==> src/rtl/fft4s_pkg.sv <==
package fft4s_pkg;
  localparam int NPT = 4;
  localparam int SW  = $clog2(NPT);

  // Output mux sources.
  localparam logic [1:0] SEL_BFLY  = 2'd0;
  localparam logic [1:0] SEL_HOLD0 = 2'd1;
  localparam logic [1:0] SEL_HOLD1 = 2'd2;

  typedef struct packed {
    logic       s1En;   // first-stage butterfly result is captured
    logic       s1Rot;  // apply -j to the first-stage difference, store in slot B
    logic       s2En;   // second-stage butterfly active, hold taps shift
    logic       s2Dif;  // second stage takes the difference slots
    logic [1:0] outSel; // output mux source
    logic       outVld; // the value being loaded is a real bin
  } ctrl_t;
endpackage

==> src/rtl/fft4s_ctrl.sv <==
module fft4s_ctrl
  import fft4s_pkg::*;
(
  input  logic  clk,
  input  logic  rst,
  output ctrl_t ctl
);
  logic [SW-1:0] step;
  logic [1:0]    fill;

  localparam logic [SW-1:0] LAST = SW'(NPT - 1);

  always_ff @(posedge clk) begin
    if (rst) begin
      step <= '0;
      fill <= '0;
    end else begin
      step <= step + SW'(1);
      if (step == LAST && fill != 2'd2) fill <= fill + 2'd1;
    end
  end

  always_comb begin
    ctl = '0;
    case (step)
      SW'(3): begin ctl.s1En = 1'b1; ctl.s1Rot = 1'b0; ctl.outSel = SEL_HOLD1; end
      SW'(0): begin ctl.s1En = 1'b1; ctl.s1Rot = 1'b1; ctl.outSel = SEL_HOLD0; end
      SW'(1): begin ctl.s2En = 1'b1; ctl.s2Dif = 1'b0; ctl.outSel = SEL_BFLY;  end
      default: begin ctl.s2En = 1'b1; ctl.s2Dif = 1'b1; ctl.outSel = SEL_BFLY; end
    endcase
    // The bin loaded on step 0 belongs to a frame that finished two frame-ends ago.
    ctl.outVld = (step == SW'(0)) ? (fill == 2'd2) : (fill != 2'd0);
  end

  assert_step_wrap_R8: assert property (@(posedge clk) disable iff (rst)
    (step == LAST) |=> (step == SW'(0)));

  assert_twiddle_order_R8: assert property (@(posedge clk) disable iff (rst)
    (ctl.s1En && !ctl.s1Rot) |=> (ctl.s1En && ctl.s1Rot));

  assert_fill_monotonic_R1: assert property (@(posedge clk) disable iff (rst)
    1'b1 |=> (fill >= $past(fill)));
endmodule

==> src/rtl/fft4s_dp.sv <==
module fft4s_dp
  import fft4s_pkg::*;
#(
  parameter int DW = 16
) (
  input  logic                 clk,
  input  logic                 rst,
  input  ctrl_t                ctl,
  input  logic signed [DW-1:0] inRe,
  input  logic signed [DW-1:0] inIm,
  output logic signed [DW+1:0] outRe,
  output logic signed [DW+1:0] outIm,
  output logic                 outValid
);
  localparam int W1    = DW + 1;
  localparam int W2    = DW + 2;
  localparam int NTAP  = NPT - 1;
  localparam int NHOLD = 2;

  // Input delay taps: tap[0] is the newest sample.
  logic signed [DW-1:0] tapRe [NTAP];
  logic signed [DW-1:0] tapIm [NTAP];

  always_ff @(posedge clk) begin
    if (rst) begin
      for (int i = 0; i < NTAP; i++) begin tapRe[i] <= '0; tapIm[i] <= '0; end
    end else begin
      tapRe[0] <= inRe;
      tapIm[0] <= inIm;
      for (int i = 1; i < NTAP; i++) begin
        tapRe[i] <= tapRe[i-1];
        tapIm[i] <= tapIm[i-1];
      end
    end
  end

  // First stage: pairs sample n with sample n+2 (taps two apart).
  logic signed [W1-1:0] s1SumRe, s1SumIm, s1DifRe, s1DifIm, s1RotRe, s1RotIm;

  always_comb begin
    s1SumRe = W1'(tapRe[NTAP-1]) + W1'(tapRe[0]);
    s1SumIm = W1'(tapIm[NTAP-1]) + W1'(tapIm[0]);
    s1DifRe = W1'(tapRe[NTAP-1]) - W1'(tapRe[0]);
    s1DifIm = W1'(tapIm[NTAP-1]) - W1'(tapIm[0]);
    if (ctl.s1Rot) begin
      // Multiply by -j: (re, im) -> (im, -re).
      s1RotRe = s1DifIm;
      s1RotIm = -s1DifRe;
    end else begin
      s1RotRe = s1DifRe;
      s1RotIm = s1DifIm;
    end
  end

  // Stage-one result slots: A from the even pair, B from the odd pair.
  logic signed [W1-1:0] aSRe, aSIm, aDRe, aDIm, bSRe, bSIm, bDRe, bDIm;

  always_ff @(posedge clk) begin
    if (rst) begin
      aSRe <= '0; aSIm <= '0; aDRe <= '0; aDIm <= '0;
      bSRe <= '0; bSIm <= '0; bDRe <= '0; bDIm <= '0;
    end else if (ctl.s1En) begin
      if (ctl.s1Rot) begin
        bSRe <= s1SumRe; bSIm <= s1SumIm; bDRe <= s1RotRe; bDIm <= s1RotIm;
      end else begin
        aSRe <= s1SumRe; aSIm <= s1SumIm; aDRe <= s1RotRe; aDIm <= s1RotIm;
      end
    end
  end

  // Second stage: twiddle is always 1, so the multiplier is a pass-through.
  logic signed [W1-1:0] opARe, opAIm, opBRe, opBIm;
  logic signed [W2-1:0] bfSumRe, bfSumIm, bfDifRe, bfDifIm;

  always_comb begin
    opARe = ctl.s2Dif ? aDRe : aSRe;
    opAIm = ctl.s2Dif ? aDIm : aSIm;
    opBRe = ctl.s2Dif ? bDRe : bSRe;
    opBIm = ctl.s2Dif ? bDIm : bSIm;
    bfSumRe = W2'(opARe) + W2'(opBRe);
    bfSumIm = W2'(opAIm) + W2'(opBIm);
    bfDifRe = W2'(opARe) - W2'(opBRe);
    bfDifIm = W2'(opAIm) - W2'(opBIm);
  end

  // Hold taps carry the difference outputs until their output slot comes.
  logic signed [W2-1:0] holdRe [NHOLD];
  logic signed [W2-1:0] holdIm [NHOLD];

  always_ff @(posedge clk) begin
    if (rst) begin
      for (int i = 0; i < NHOLD; i++) begin holdRe[i] <= '0; holdIm[i] <= '0; end
    end else if (ctl.s2En) begin
      holdRe[0] <= bfDifRe;
      holdIm[0] <= bfDifIm;
      for (int i = 1; i < NHOLD; i++) begin
        holdRe[i] <= holdRe[i-1];
        holdIm[i] <= holdIm[i-1];
      end
    end
  end

  // Three-way output mux into the output register.
  logic signed [W2-1:0] muxRe, muxIm;

  always_comb begin
    case (ctl.outSel)
      SEL_HOLD0: begin muxRe = holdRe[0]; muxIm = holdIm[0]; end
      SEL_HOLD1: begin muxRe = holdRe[1]; muxIm = holdIm[1]; end
      default:   begin muxRe = bfSumRe;   muxIm = bfSumIm;   end
    endcase
  end

  always_ff @(posedge clk) begin
    if (rst) begin
      outRe    <= '0;
      outIm    <= '0;
      outValid <= 1'b0;
    end else begin
      outRe    <= muxRe;
      outIm    <= muxIm;
      outValid <= ctl.outVld;
    end
  end

  assert_valid_sticky_R5: assert property (@(posedge clk) disable iff (rst)
    outValid |=> outValid);

  assert_sel_range_R4: assert property (@(posedge clk) disable iff (rst)
    ctl.outSel != 2'd3);

  assert_stages_exclusive_R8: assert property (@(posedge clk) disable iff (rst)
    !(ctl.s1En && ctl.s2En));
endmodule

==> src/rtl/fft4s_serial.sv <==
module fft4s_serial
  import fft4s_pkg::*;
#(
  parameter int DW = 16
) (
  input  logic                 clk,
  input  logic                 rst,
  input  logic signed [DW-1:0] inRe,
  input  logic signed [DW-1:0] inIm,
  output logic signed [DW+1:0] outRe,
  output logic signed [DW+1:0] outIm,
  output logic                 outValid
);
  ctrl_t ctl;

  fft4s_ctrl u_ctrl (
    .clk (clk),
    .rst (rst),
    .ctl (ctl)
  );

  fft4s_dp #(.DW(DW)) u_dp (
    .clk      (clk),
    .rst      (rst),
    .ctl      (ctl),
    .inRe     (inRe),
    .inIm     (inIm),
    .outRe    (outRe),
    .outIm    (outIm),
    .outValid (outValid)
  );
endmodule

==> config.mk <==
export PLATFORM = sky130hd
export DESIGN_NAME = fft4s_serial
export DESIGN_NICKNAME = d
export VERILOG_FILES = /design/src/rtl/fft4s_pkg.sv /design/src/rtl/fft4s_ctrl.sv /design/src/rtl/fft4s_dp.sv /design/src/rtl/fft4s_serial.sv
export SDC_FILE = /design/constraint.sdc
export NUM_CORES = 1
export LEC_CHECK = 0
export CORE_MARGIN = 2
export CORE_UTILIZATION = 25
export CTS_CLUSTER_SIZE = 12
export DETAILED_ROUTE_END_ITERATION = 6
export PLACE_DENSITY = 0.36
export SLEW_MARGIN = 20
export SYNTH_ARGS = -nofsm -noshare
export SYNTH_HDL_FRONTEND = slang
export SYNTH_HIERARCHICAL = 1
export SYNTH_SLANG_ARGS = --single-unit
export TNS_END_PERCENT = 100
==> constraint.sdc <==
create_clock -name clk -period 11.8 [get_ports clk]
set_input_delay 3.54 -clock clk [delete_from_list [all_inputs] [get_ports clk]]
set_output_delay 3.54 -clock clk [all_outputs]
set_load 0.01 [all_outputs]
## Yosys cells after proc, flatten, opt, wreduce, memory -nomap -nowiden

Memory sizes are Yosys's and may differ from the RTL's.
Index checks and enable logic that the tools add are counted.

| word-level totals | value |
|---|---|
| register bits | 177 |
| RAM bits | 168 |
| input bits | 34 |
| output and inout bits | 37 |
| logic and storage cells | 79 |
| memories | 4 |

Memory list:

| name | words | width | read ports | clocked after Yosys merged registers in | wr ports | RTL line | source |
|---|---|---|---|---|---|---|---|
| u_dp.tapIm | 3 | 16 | 3 | 0 | 3 | fft4s_dp.sv:22 | `logic signed [DW-1:0] tapIm [NTAP];` |
| u_dp.tapRe | 3 | 16 | 3 | 0 | 3 | fft4s_dp.sv:21 | `logic signed [DW-1:0] tapRe [NTAP];` |
| u_dp.holdIm | 2 | 18 | 2 | 0 | 2 | fft4s_dp.sv:88 | `logic signed [W2-1:0] holdIm [NHOLD];` |
| u_dp.holdRe | 2 | 18 | 2 | 0 | 2 | fft4s_dp.sv:87 | `logic signed [W2-1:0] holdRe [NHOLD];` |

| operators by class | value |
|---|---|
| add/sub/neg operators | 11 |
| eq/ne operators | 6 |
| multiplexer cells | 28 |
| bitwise gates (word level) | 11 |
| reductions and logical operators | 6 |

Operator list:

| operator | number |
|---|---|
| $mux W17 | 6 |
| $mux W16 | 6 |
| $mux W18 | 4 |
| $pmux W18 S2 | 2 |
| $add A17 B17 Y18 | 2 |
| $sub A17 B17 Y18 | 2 |
| $add A16 B16 Y17 | 2 |
| $sub A16 B16 Y17 | 2 |
| $neg A17 Y17 | 1 |
| $pmux W2 S2 | 3 |
| $or A1 B1 Y1 | 10 |
| $mux W1 | 7 |
| $eq A2 B2 Y1 const B | 3 |
| $add A2 B1 Y2 const B | 2 |
| $eq A2 B1 Y1 const B | 2 |
| $reduce_and A2 Y1 | 2 |
| $logic_not A2 Y1 | 1 |
| $ne A2 B2 Y1 const B | 1 |
| $reduce_bool A2 Y1 | 1 |
| $reduce_or A2 Y1 | 1 |
| $logic_and A1 B1 Y1 | 1 |
| $not A1 Y1 | 1 |

## Depth between registers and ports, before layout

Gate-level depths: netlist of run 1.

| logic depth | value |
|---|---|
| depth after elaboration | 7 |
| mapped depth | 18 |
| gate-level depth less buffers | 15 |

## By module

The synthesis of run 1 kept the hierarchy.

By module, submodules not included:

| module | times used | cells an instance | area an instance (um^2) | seq. area each (um^2) |
|---|---|---|---|---|
| fft4s_dp | 1 | 2039 | 18413.9 | 7547.2 |
| fft4s_ctrl | 1 | 25 | 237.7 | 80.1 |

## Least setup slack after synthesis of run 1

OpenSTA, ideal clock, no wires.

| timing | value |
|---|---|
| kind | input to register |
| from | input rst |
| to | memory u_dp/holdIm[0][0] (netlist bit) (enable) |
| setup time | 399 ps |
| arrival time | 5051 ps |
| required time | 11401 ps |
| path slack | 6350 ps |
| cell stages on the path | 3 |
| buffers on the path | 2 |
| path through | clkbuf_1 > clkbuf_1 > or2_2 |

RTL lines:

| element | RTL line | source |
|---|---|---|
| start, declared | fft4s_serial.sv:7 | `input logic rst,` |
| end, declared | fft4s_dp.sv:88 |  |

==> results.py, run 1 <==
metrics = {
    "drt": {
        "avgViaCountPerCell": 4.569,
        "wl_per_cell_um": 17.22,
        "vias": 14010,
        "routed_wl_um": 52810,
        "initialDrtViolationCount": 703,
        "ant_nets": 0,
        "drc": 0,
        "drt_pass1_iterations": 5,
    },
    "sta": {
        "setup_viol": 0,
        "hold_viol": 0,
        "period_minus_slack_ns": 5.741,
        "fin_tns_setup_ns": 0,
        "setup_ws_ns": 6.059,
        "skew_ns": 0.01531,
        "slew_viol_final": 0,
        "slew_headroom": 0.3066,
        "timing.fmax_mhz": 174.2,
        "rsz0062_at_grt": "false",
        "worstMarginPinSlew_ns": 1.040,
        "fin_crit_sh": 0.4865,
    },
    "pwr": {
        "power_density_nw_per_um2": 176.2,
        "ir_worst_vdd_uv": 88.64,
        "p_leak_uw": 0.008551,
    },
    "worst_setup_path": {
        "critPathBufInv": 3,
        "worst_path_most_repeated_cell": "buf_4",
        "cp_top_family": "buffers and inverters",
        "cp.arrival_ns": 6.20,
        "crit_required_ns": 12.26,
        "rr_startpoint": "u_ctrl/step[0]",
        "crit_path_top_delay_cell": "buf_4",
        "setup.worst_path.start_class": "input port",
        "crit_type": "input port to flip-flop",
        "crit_chain": "buf_8, buf_4, buf_4, nor2_1, and3_1, o41ai_1, o41a_1, nand3_1",
        "max_stage_delay_ns": 0.73,
        "critPathLaunch": "rst",
        "end_kind": "flip-flop",
        "crit_fanout": 79,
    },
    "logic_synthesis": {
        "avgSynthCellArea_um2": 9.037,
        "yosysWarnings": 6,
        "synth_cells": 2064,
        "syn-cell-area_um2": 18650,
        "ys_seq_area_frac": 0.4089,
        "synthDistinctLibCells": 72,
        "syn-num-nets": 2247,
        "ys_seq_elements": 345,
        "synthFlopType": "dfxtp_1",
        "postSynth.asyncResetShare": 0,
        "synth_edf_count": 72,
    },
    "layout": {
        "final_cell_area_um2": 21570,
        "diodes": 0,
        "area_growth_pct": 15.64,
        "fin_util": 0.2907,
        "drive_gt1_frac": 0.06342,
        "layout.nets": 2246,
    },
    "grt": {
        "grt_max_degree": 95,
        "grt_pass1_wl_um": 82030,
        "gr-total-overflow": 0,
        "grt_usage": 0.1356,
        "first_global_vias": 13600,
        "antenna_found_initial": 0,
    },
    "clock_tree": {
        "clock_sinks": 345,
        "cts_tree": "yes",
        "clk_latency_ns": 0.58,
        "cts_resized": 0,
        "clk_path_buf_depth": 3,
        "cts_hold_buffers": 0,
        "clockRootBuffer": "clkbuf_16",
        "htree_levels": 2,
        "clkTransAtPathRegs_ns": 0.06,
        "cts_buffers": 43,
        "post_cts_buffers": 0,
    },
    "placed_design": {
        "dp_worst_setup_slack_ns": 5.425,
        "dp_hpwl_um": 38080,
        "dpl_cell_area_um2": 20180,
        "gp_congestion": 0.7826,
        "port_buffers": 70,
    },
    "floorplan": {
        "die_area_um2": 76810,
        "core_um2": 74200,
        "fp.dieW_um": 277.1,
        "num_rows": 100,
        "die_y_um": 277.1,
        "start_util": 0.2514,
        "io_pins": 71,
    },
    "hold_path": {
        "hold_start": "u_dp/tapRe[0][18]",
        "hp-class": "flip-flop to flip-flop",
    },
    "flow_run": {
        "maxCapViolCount": 0,
    },
    "status": {
        "status": "completed",
    },
}
-- state kept, by name, indices dropped and copies added (netlist names) --
register,cells
u_dp/outIm,18
u_dp/bDIm,17
u_dp/holdRe,36
u_dp/aSRe,17
u_dp/holdIm,36
u_dp/tapRe,48
u_ctrl/fill,2
u_dp/bDRe,17
u_dp/bSRe,17
u_dp/outValid,1
u_dp/aDRe,17
u_dp/aSIm,17
u_dp/bSIm,17
u_dp/aDIm,17
u_dp/outRe,18
u_ctrl/step,2
u_dp/tapIm,48
-- worst reg2reg max path: cells and delay by family (launching register included) --
family                     cells  cell delay (ns)
muxes                          1             0.69
and+or+nand+nor                5             1.18
DFF                            1             0.32
buffers and inverters          3             0.98
adders and majority gates      2             0.83
AOI/OAI and AO/OA              3             0.75
-- through the flow --
step | instances | hold slack (ns) | power (uW)
after CTS | 3066 | 0.4375 | 3885
final | 3066 | 0.4323 | 3801
after global placement | 2987 | 0.4164 | 2519
after global routing | 3066 | 0.4422 | 4049
after detailed placement | 2987 | 0.4231 | 2523
after floorplan | 2064 | 0.4138 | 2177
-- layout by cell type (no fill, tap or decap), types with 48 or more instances in the layout --
cell type / synthesis / routed
a21oi_1: 126 / 126
nor2b_1: 94 / 92
clkdlybuf4s50_1: 0 / 69
dfxtp_1: 273 / 273
nor3_1: 62 / 62
inv_1: 133 / 133
nand2_1: 129 / 129
edfxtp_1: 72 / 72
a211oi_1: 88 / 88
xnor2_1: 69 / 69
ha_1: 141 / 139
o21ai_0: 48 / 48
nor2_1: 221 / 221
-- cells by family after synthesis --
logic type | Yosys count | synth area share
buffers and inverters | 263 | 0.05487
adders and majority gates | 149 | 0.1032
xor gates and xnor gates | 91 | 0.04273
AOI/OAI and AO/OA | 457 | 0.1680
DFF | 345 | 0.4089
muxes | 73 | 0.04146
and+or+nand+nor | 686 | 0.1809
-- cell usage after synthesis, types with 8 or more instances --
cell type / n / area [um^2]
a21o_1: 14 / 105.1
o31ai_1: 10 / 75.07
nand3_1: 26 / 130.1
o311ai_0: 10 / 87.58
fa_1: 8 / 160.2
o21ai_0: 48 / 240.2
xor2_1: 22 / 192.7
nor2_1: 221 / 829.6
ha_1: 141 / 1764
a211oi_1: 88 / 660.6
mux2i_1: 39 / 390.4
or3_1: 27 / 168.9
xnor2_1: 69 / 604.3
nand3b_1: 12 / 90.09
nor2b_1: 94 / 588.1
o211ai_1: 8 / 60.06
and2_1: 38 / 237.7
edfxtp_1: 72 / 2162
nand2b_1: 22 / 137.6
inv_1: 133 / 499.2
nor3_1: 62 / 310.3
and3_1: 10 / 62.56
o21bai_1: 18 / 135.1
a31oi_1: 13 / 81.33
o21a_1: 22 / 165.2
a21oi_1: 126 / 630.6
a221oi_1: 39 / 341.6
clkbuf_1: 115 / 431.7
nor4_1: 13 / 81.33
nand2_1: 129 / 484.2
mux2_2: 34 / 382.9
dfxtp_1: 273 / 5465
-- routing by layer --
layer  GRT usage  up-vias  wire (um)
met4     0.03122        0        901
li1            -     7198          -
met3     0.02202       47       1628
met5           0        -          0
met1      0.2026     6578      28120
met2      0.2020      185      22160
-- cell type report --
type	count	area [um^2]
well taps	969	1212
flip-flops and latches	345	7627
clock buffers	65	1229
repair buffers	84	810.8
inverters	133	499.2
fillers	7842	52630
multi-input cells	1456	10030
clock inverters	14	158.9
-- power breakdown --
group,internal [uW],leakage (uW),total (uW),switching (uW)
registers,1370,0.00303,1440,71.3
clock network,784,0.000673,1320,533
logic,409,0.00485,1040,635
-- worst paths after layout --
check	cells past startpoint	slack, ns	endpoint
worst max-delay path	8	6.06	u_dp/bDIm[16]
worst min register to register	1	0.43	u_dp/tapRe[0][34]
worst max register to register	14	6.78	u_dp/holdRe[0][15]
worst min-delay path	1	0.43	u_dp/tapRe[0][34]
Power figures use the tool's default switching activity.
==> run 2, diff against run 1 <==
Settings changed: PLACE_DENSITY 0.36 to 0.38.
Clock period 11.8 ns to 5.2 ns, I/O delays scaled along.
==> results.py, run 2 (same netlist as run 1, synthesis figures left out) <==
metrics = {
    "grt": {
        "grtUsageMet3": 0.02042,
        "gr-total-overflow": 0,
        "met2_usage": 0.2036,
        "grt_max_degree": 83,
        "antenna_found_initial": 0,
        "top_usage_layer": "met2",
        "grt_use_met1": 0.2007,
        "grt_pass1_wl_um": 82640,
        "grt_usage": 0.1355,
        "first_global_vias": 13690,
    },
    "layout": {
        "layout.cells.non_filler": 3061,
        "top_regs": "u_dp/tapIm: 48 flops, u_dp/tapRe: 48 flops",
        "drive_gt1_frac": 0.06453,
        "layout_common_cells": "dfxtp_1 (273), nor2_1 (221), ha_1 (139)",
        "diodes": 0,
        "layout_commonest_cell": "dfxtp_1",
        "layout.nets": 2248,
        "area_growth_pct": 15.81,
        "nFillCells": 7824,
        "final_cell_area_um2": 21600,
    },
    "worst_setup_path": {
        "crit_required_ns": 5.51,
        "setup.worst_path.start_class": "flip-flop",
        "end_kind": "flip-flop",
        "max_stage_delay_ns": 0.48,
        "cp_top_family": "simple AND/OR/NAND/NOR gates",
        "crit_type": "flip-flop to flip-flop",
        "cp.arrival_ns": 4.44,
        "crit_chain": "inv_1, ha_4, mux2i_1, inv_1, ha_1, nor2b_1, o21a_1, o21ai_0, a31oi_1, nor3_1, nor3_1, or3_1, and3_1",
        "critPathBufInv": 2,
        "crit_path_top_delay_cell": "mux2i_1",
        "crit_fanout": 28,
    },
    "sta": {
        "fin_tns_setup_ns": 0,
        "hold_viol": 0,
        "rsz0062_at_grt": "false",
        "worstMarginPinSlew_ns": 1.005,
        "period_minus_slack_ns": 4.129,
        "setup_viol": 0,
        "fin_crit_sh": 0.7940,
        "skew_ns": 0.02142,
        "timing.fmax_mhz": 242.2,
        "slew_viol_final": 0,
        "slew_headroom": 0.3281,
        "setup_ws_ns": 1.071,
    },
    "clock_tree": {
        "clk_latency_ns": 0.58,
        "clkTransAtPathRegs_ns": 0.06,
        "clock_sinks": 345,
        "clockRootBuffer": "clkbuf_16",
        "cts_hold_buffers": 0,
        "clk_path_buf_depth": 3,
        "post_cts_buffers": 0,
        "htree_levels": 2,
        "cts_buffers": 41,
        "cts_resized": 0,
        "cts_tree": "yes",
    },
    "drt": {
        "drc": 0,
        "drt_pass1_iterations": 5,
        "avgViaCountPerCell": 4.582,
        "initialDrtViolationCount": 840,
        "wl_per_cell_um": 17.19,
        "routed_wl_um": 52610,
        "ant_nets": 0,
        "vias": 14030,
    },
    "placed_design": {
        "dp_hpwl_um": 38610,
        "dp.cells": 2991,
        "gp_congestion": 0.8079,
        "port_buffers": 70,
        "dp_worst_setup_slack_ns": 1.022,
        "dpl_cell_area_um2": 20260,
    },
    "status": {
        "status": "completed",
    },
    "pwr": {
        "power_density_nw_per_um2": 395.3,
        "total_power_uw": 8538,
        "ir_worst_vdd_uv": 211.5,
        "p_leak_uw": 0.008574,
    },
    "floorplan": {
        "start_util": 0.2514,
        "die_area_um2": 76810,
        "fp.dieW_um": 277.1,
        "num_rows": 100,
        "core_um2": 74200,
        "io_pins": 71,
        "die_y_um": 277.1,
    },
    "flow_run": {
        "maxCapViolCount": 0,
    },
    "hold_path": {
        "hp-class": "flip-flop to flip-flop",
    },
}
run 2: changes by cell type in the layout (fill, tap and decap cells not counted):
cell / change
clkinv_8: +1
inv_6: -3
clkbuf_1: -6
clkinv_1: -1
clkinvlp_4: -1
clkinv_2: -1
clkbuf_16: -1
buf_12: +4
bufinv_16: -1
clkbuf_8: +4
run 2: layout make-up:
class / instances / area (um^2) / area share
clock inverters: 8 / 102.6 / 0.004750
clock buffers: 62 / 1236 / 0.05723
well taps: 969 / 1212 / 0.05613
multi-input cells: 1456 / 10030 / 0.4644
repair buffers: 88 / 890.9 / 0.04124
flip-flops and latches: 345 / 7627 / 0.3531
inverters: 133 / 499.2 / 0.02311
run 2: where the power goes:
group	leakage (uW)	switching, uW	internal (uW)
Combinational	0.00489	1420	942
Clock	0.000656	1160	1730
Sequential	0.00303	182	3110
Total	0.00857	2760	5780
run 2: per-stage QoR:
step | util | hold WS [ns]
finish | 0.2911 | 0.4230
global route | 0.2911 | 0.4495
CTS | 0.2911 | 0.4294
detailed placement | 0.2731 | 0.4226
global placement | 0.2731 | 0.4167
floorplan | - | 0.4138
run 2: final timing paths:
check	slack, ns	from	to	cells after the start
worst max register to register	1.07	u_ctrl/step[0]	u_dp/holdRe[0][15]	13
worst min register to register	0.42	u_dp/tapIm[0][31]	u_dp/tapIm[0][47]	1
worst max-delay path	1.07	u_ctrl/step[0]	u_dp/holdRe[0][15]	13
worst min-delay path	0.42	u_dp/tapIm[0][31]	u_dp/tapIm[0][47]	1
run 2: layer usage:
layer  wire length, um  vias to the layer above
li1                  -                     7206
met1             27760                     6574
met2             22200                      190
met3              1619                       57
met4              1028                        0
met5                 0                        -
==> run 3, diff against run 2 <==
Clock period 5.2 ns to 3.5 ns, I/O delays scaled along.
==> results.py, run 3 (same netlist as run 1, synthesis figures left out) <==
metrics = {
    "status": {
        "status": "completed",
    },
    "layout": {
        "drive_gt1_frac": 0.1197,
        "fin_util": 0.3039,
        "diodes": 0,
        "area_growth_pct": 20.89,
        "layout.cells.non_filler": 3157,
        "layout_commonest_cell": "dfxtp_1",
        "layout.nets": 2339,
        "nFillCells": 7804,
        "layout_common_cells": "dfxtp_1 (272), nor2_1 (221), ha_1 (138)",
        "top_regs": "u_dp/tapIm: 48 flops, u_dp/tapRe: 48 flops",
    },
    "placed_design": {
        "gp_congestion": 0.8364,
        "dp.cells": 3073,
        "port_buffers": 70,
        "dp_hpwl_um": 40190,
    },
    "floorplan": {
        "num_rows": 100,
        "fp.dieW_um": 277.1,
        "core_um2": 74200,
        "die_y_um": 277.1,
        "die_area_um2": 76810,
        "io_pins": 71,
        "start_util": 0.2514,
    },
    "clock_tree": {
        "clk_path_buf_depth": 3,
        "clock_sinks": 345,
        "cts_buffers": 42,
        "clkTransAtPathRegs_ns": 0.06,
        "cts_tree": "yes",
        "clk_latency_ns": 0.58,
        "cts_hold_buffers": 0,
        "clockRootBuffer": "clkbuf_16",
        "htree_levels": 2,
    },
    "sta": {
        "worstMarginPinSlew_ns": 0.9636,
        "skew_ns": 0.02388,
        "slew_viol_final": 0,
        "timing.fmax_mhz": 299.8,
        "setup_viol": 0,
        "timing.hold.ws_ns": 0.4278,
        "rsz0062_at_grt": "true",
        "fin_crit_sh": 0.9530,
        "hold_viol": 0,
        "period_minus_slack_ns": 3.335,
        "slew_headroom": 0.3576,
    },
    "grt": {
        "grt_max_degree": 98,
        "grt_usage": 0.1401,
        "grt_pass1_wl_um": 85180,
        "first_global_vias": 14230,
        "gr-total-overflow": 0,
        "antenna_found_initial": 0,
    },
    "hold_path": {
        "min_path_cells": 1,
        "hp-class": "flip-flop to flip-flop",
    },
    "worst_setup_path": {
        "crit_end": "u_dp/holdRe[0][16]",
        "critPathLaunch": "u_ctrl/step[0]",
        "cp.arrival_ns": 3.65,
        "crit_type": "flip-flop to flip-flop",
        "r2r_slack_ns": 0.16,
        "worstRegToRegCells": 14,
        "crit_fanout": 20,
        "crit_required_ns": 3.81,
        "rr_startpoint": "u_ctrl/step[0]",
        "setup.worst_path.start_class": "flip-flop",
        "reg2reg_to": "u_dp/holdRe[0][16]",
        "end_kind": "flip-flop",
    },
    "drt": {
        "drc": 0,
        "routed_wl_um": 54420,
        "ant_nets": 0,
        "wl_per_cell_um": 17.24,
        "vias": 14370,
        "initialDrtViolationCount": 834,
        "avgViaCountPerCell": 4.552,
        "drt_pass1_iterations": 5,
    },
    "flow_run": {
        "maxCapViolCount": 0,
    },
    "pwr": {
        "ir_worst_vdd_uv": 319.4,
        "power_density_nw_per_um2": 586.7,
        "p_leak_uw": 0.009089,
    },
}
[run 3: cell count changes in the layout (fill, tap and decap cells not counted), moves of 3 or more]
cell / change
buf_4: +84
buf_12: +6
clkinv_2: +6
mux2i_1: -6
mux2i_2: +5
a21oi_1: -3
a21oi_2: +3
nor3_1: -3
o21ai_0: -3
[run 3: layer usage]
metal / GRT usage / wire [um]
met1: 0.2037 / 28180
met2: 0.2132 / 23330
met3: 0.02295 / 1812
met4: 0.03735 / 1101
met5: 0 / 0
[run 3: how the worst min path moves through the flow]
stage                        end               from
2_1_floorplan  u_dp/tapIm[0][32]  u_dp/tapIm[0][16]
3_3_place_gp   u_dp/tapRe[0][38]  u_dp/tapRe[0][22]
3_5_place_dp   u_dp/tapRe[0][35]  u_dp/tapRe[0][19]
4_1_cts        u_dp/tapIm[0][33]  u_dp/tapIm[0][17]
5_1_grt        u_dp/tapRe[0][43]  u_dp/tapRe[0][27]
6_report       u_dp/tapIm[0][33]  u_dp/tapIm[0][17]
[run 3: worst max-delay path, stage by stage, from the launching register on]
cell,delay (ns)
dfxtp_1,0.32
inv_2,0.08
ha_4,0.15
buf_4,0.13
buf_4,0.18
buf_12,0.19
mux2_2,0.37
ha_1,0.31
buf_4,0.17
or2_2,0.29
a21oi_1,0.25
a31oi_4,0.07
a311oi_2,0.34
xnor2_1,0.16
nor2_1,0.05
[run 3: area by class of cell]
| class | count | area (um^2) | share of cell area |
|---|---|---|---|
| Inverter | 133 | 499.2 | 0.02214 |
| Tap cell | 969 | 1212 | 0.05377 |
| Clock inverter | 13 | 95.09 | 0.004217 |
| Sequential cell | 345 | 7629 | 0.3383 |
| Timing Repair Buffer | 178 | 1642 | 0.07280 |
| Multi-Input combinational cell | 1456 | 10210 | 0.4528 |
| Clock buffer | 63 | 1261 | 0.05593 |
[run 3: power by group]
part	switching, uW	internal, uW
clock network	1770	2550
logic	2260	1750
registers	275	4610
[run 3: metrics by stage]
step | setup TNS [ns] | worst slack (ns) | total power, uW | cell area [um^2]
finish | 0 | 0.1646 | 13230 | 22550
CTS | 0 | 0.01346 | 13330 | 22320
global route | -0.1948 | -0.04000 | 14050 | 22550
detailed placement | 0 | 0.03302 | 8884 | 20970
floorplan | 0 | 0.006738 | 7359 | 18700
global placement | 0 | 0.01305 | 8883 | 20970
[run 3: repair_timing]
item,in CTS,in global routing
buffers inserted,0,8
endpoints found under the setup margin,0,30
gates resized for setup,0,37
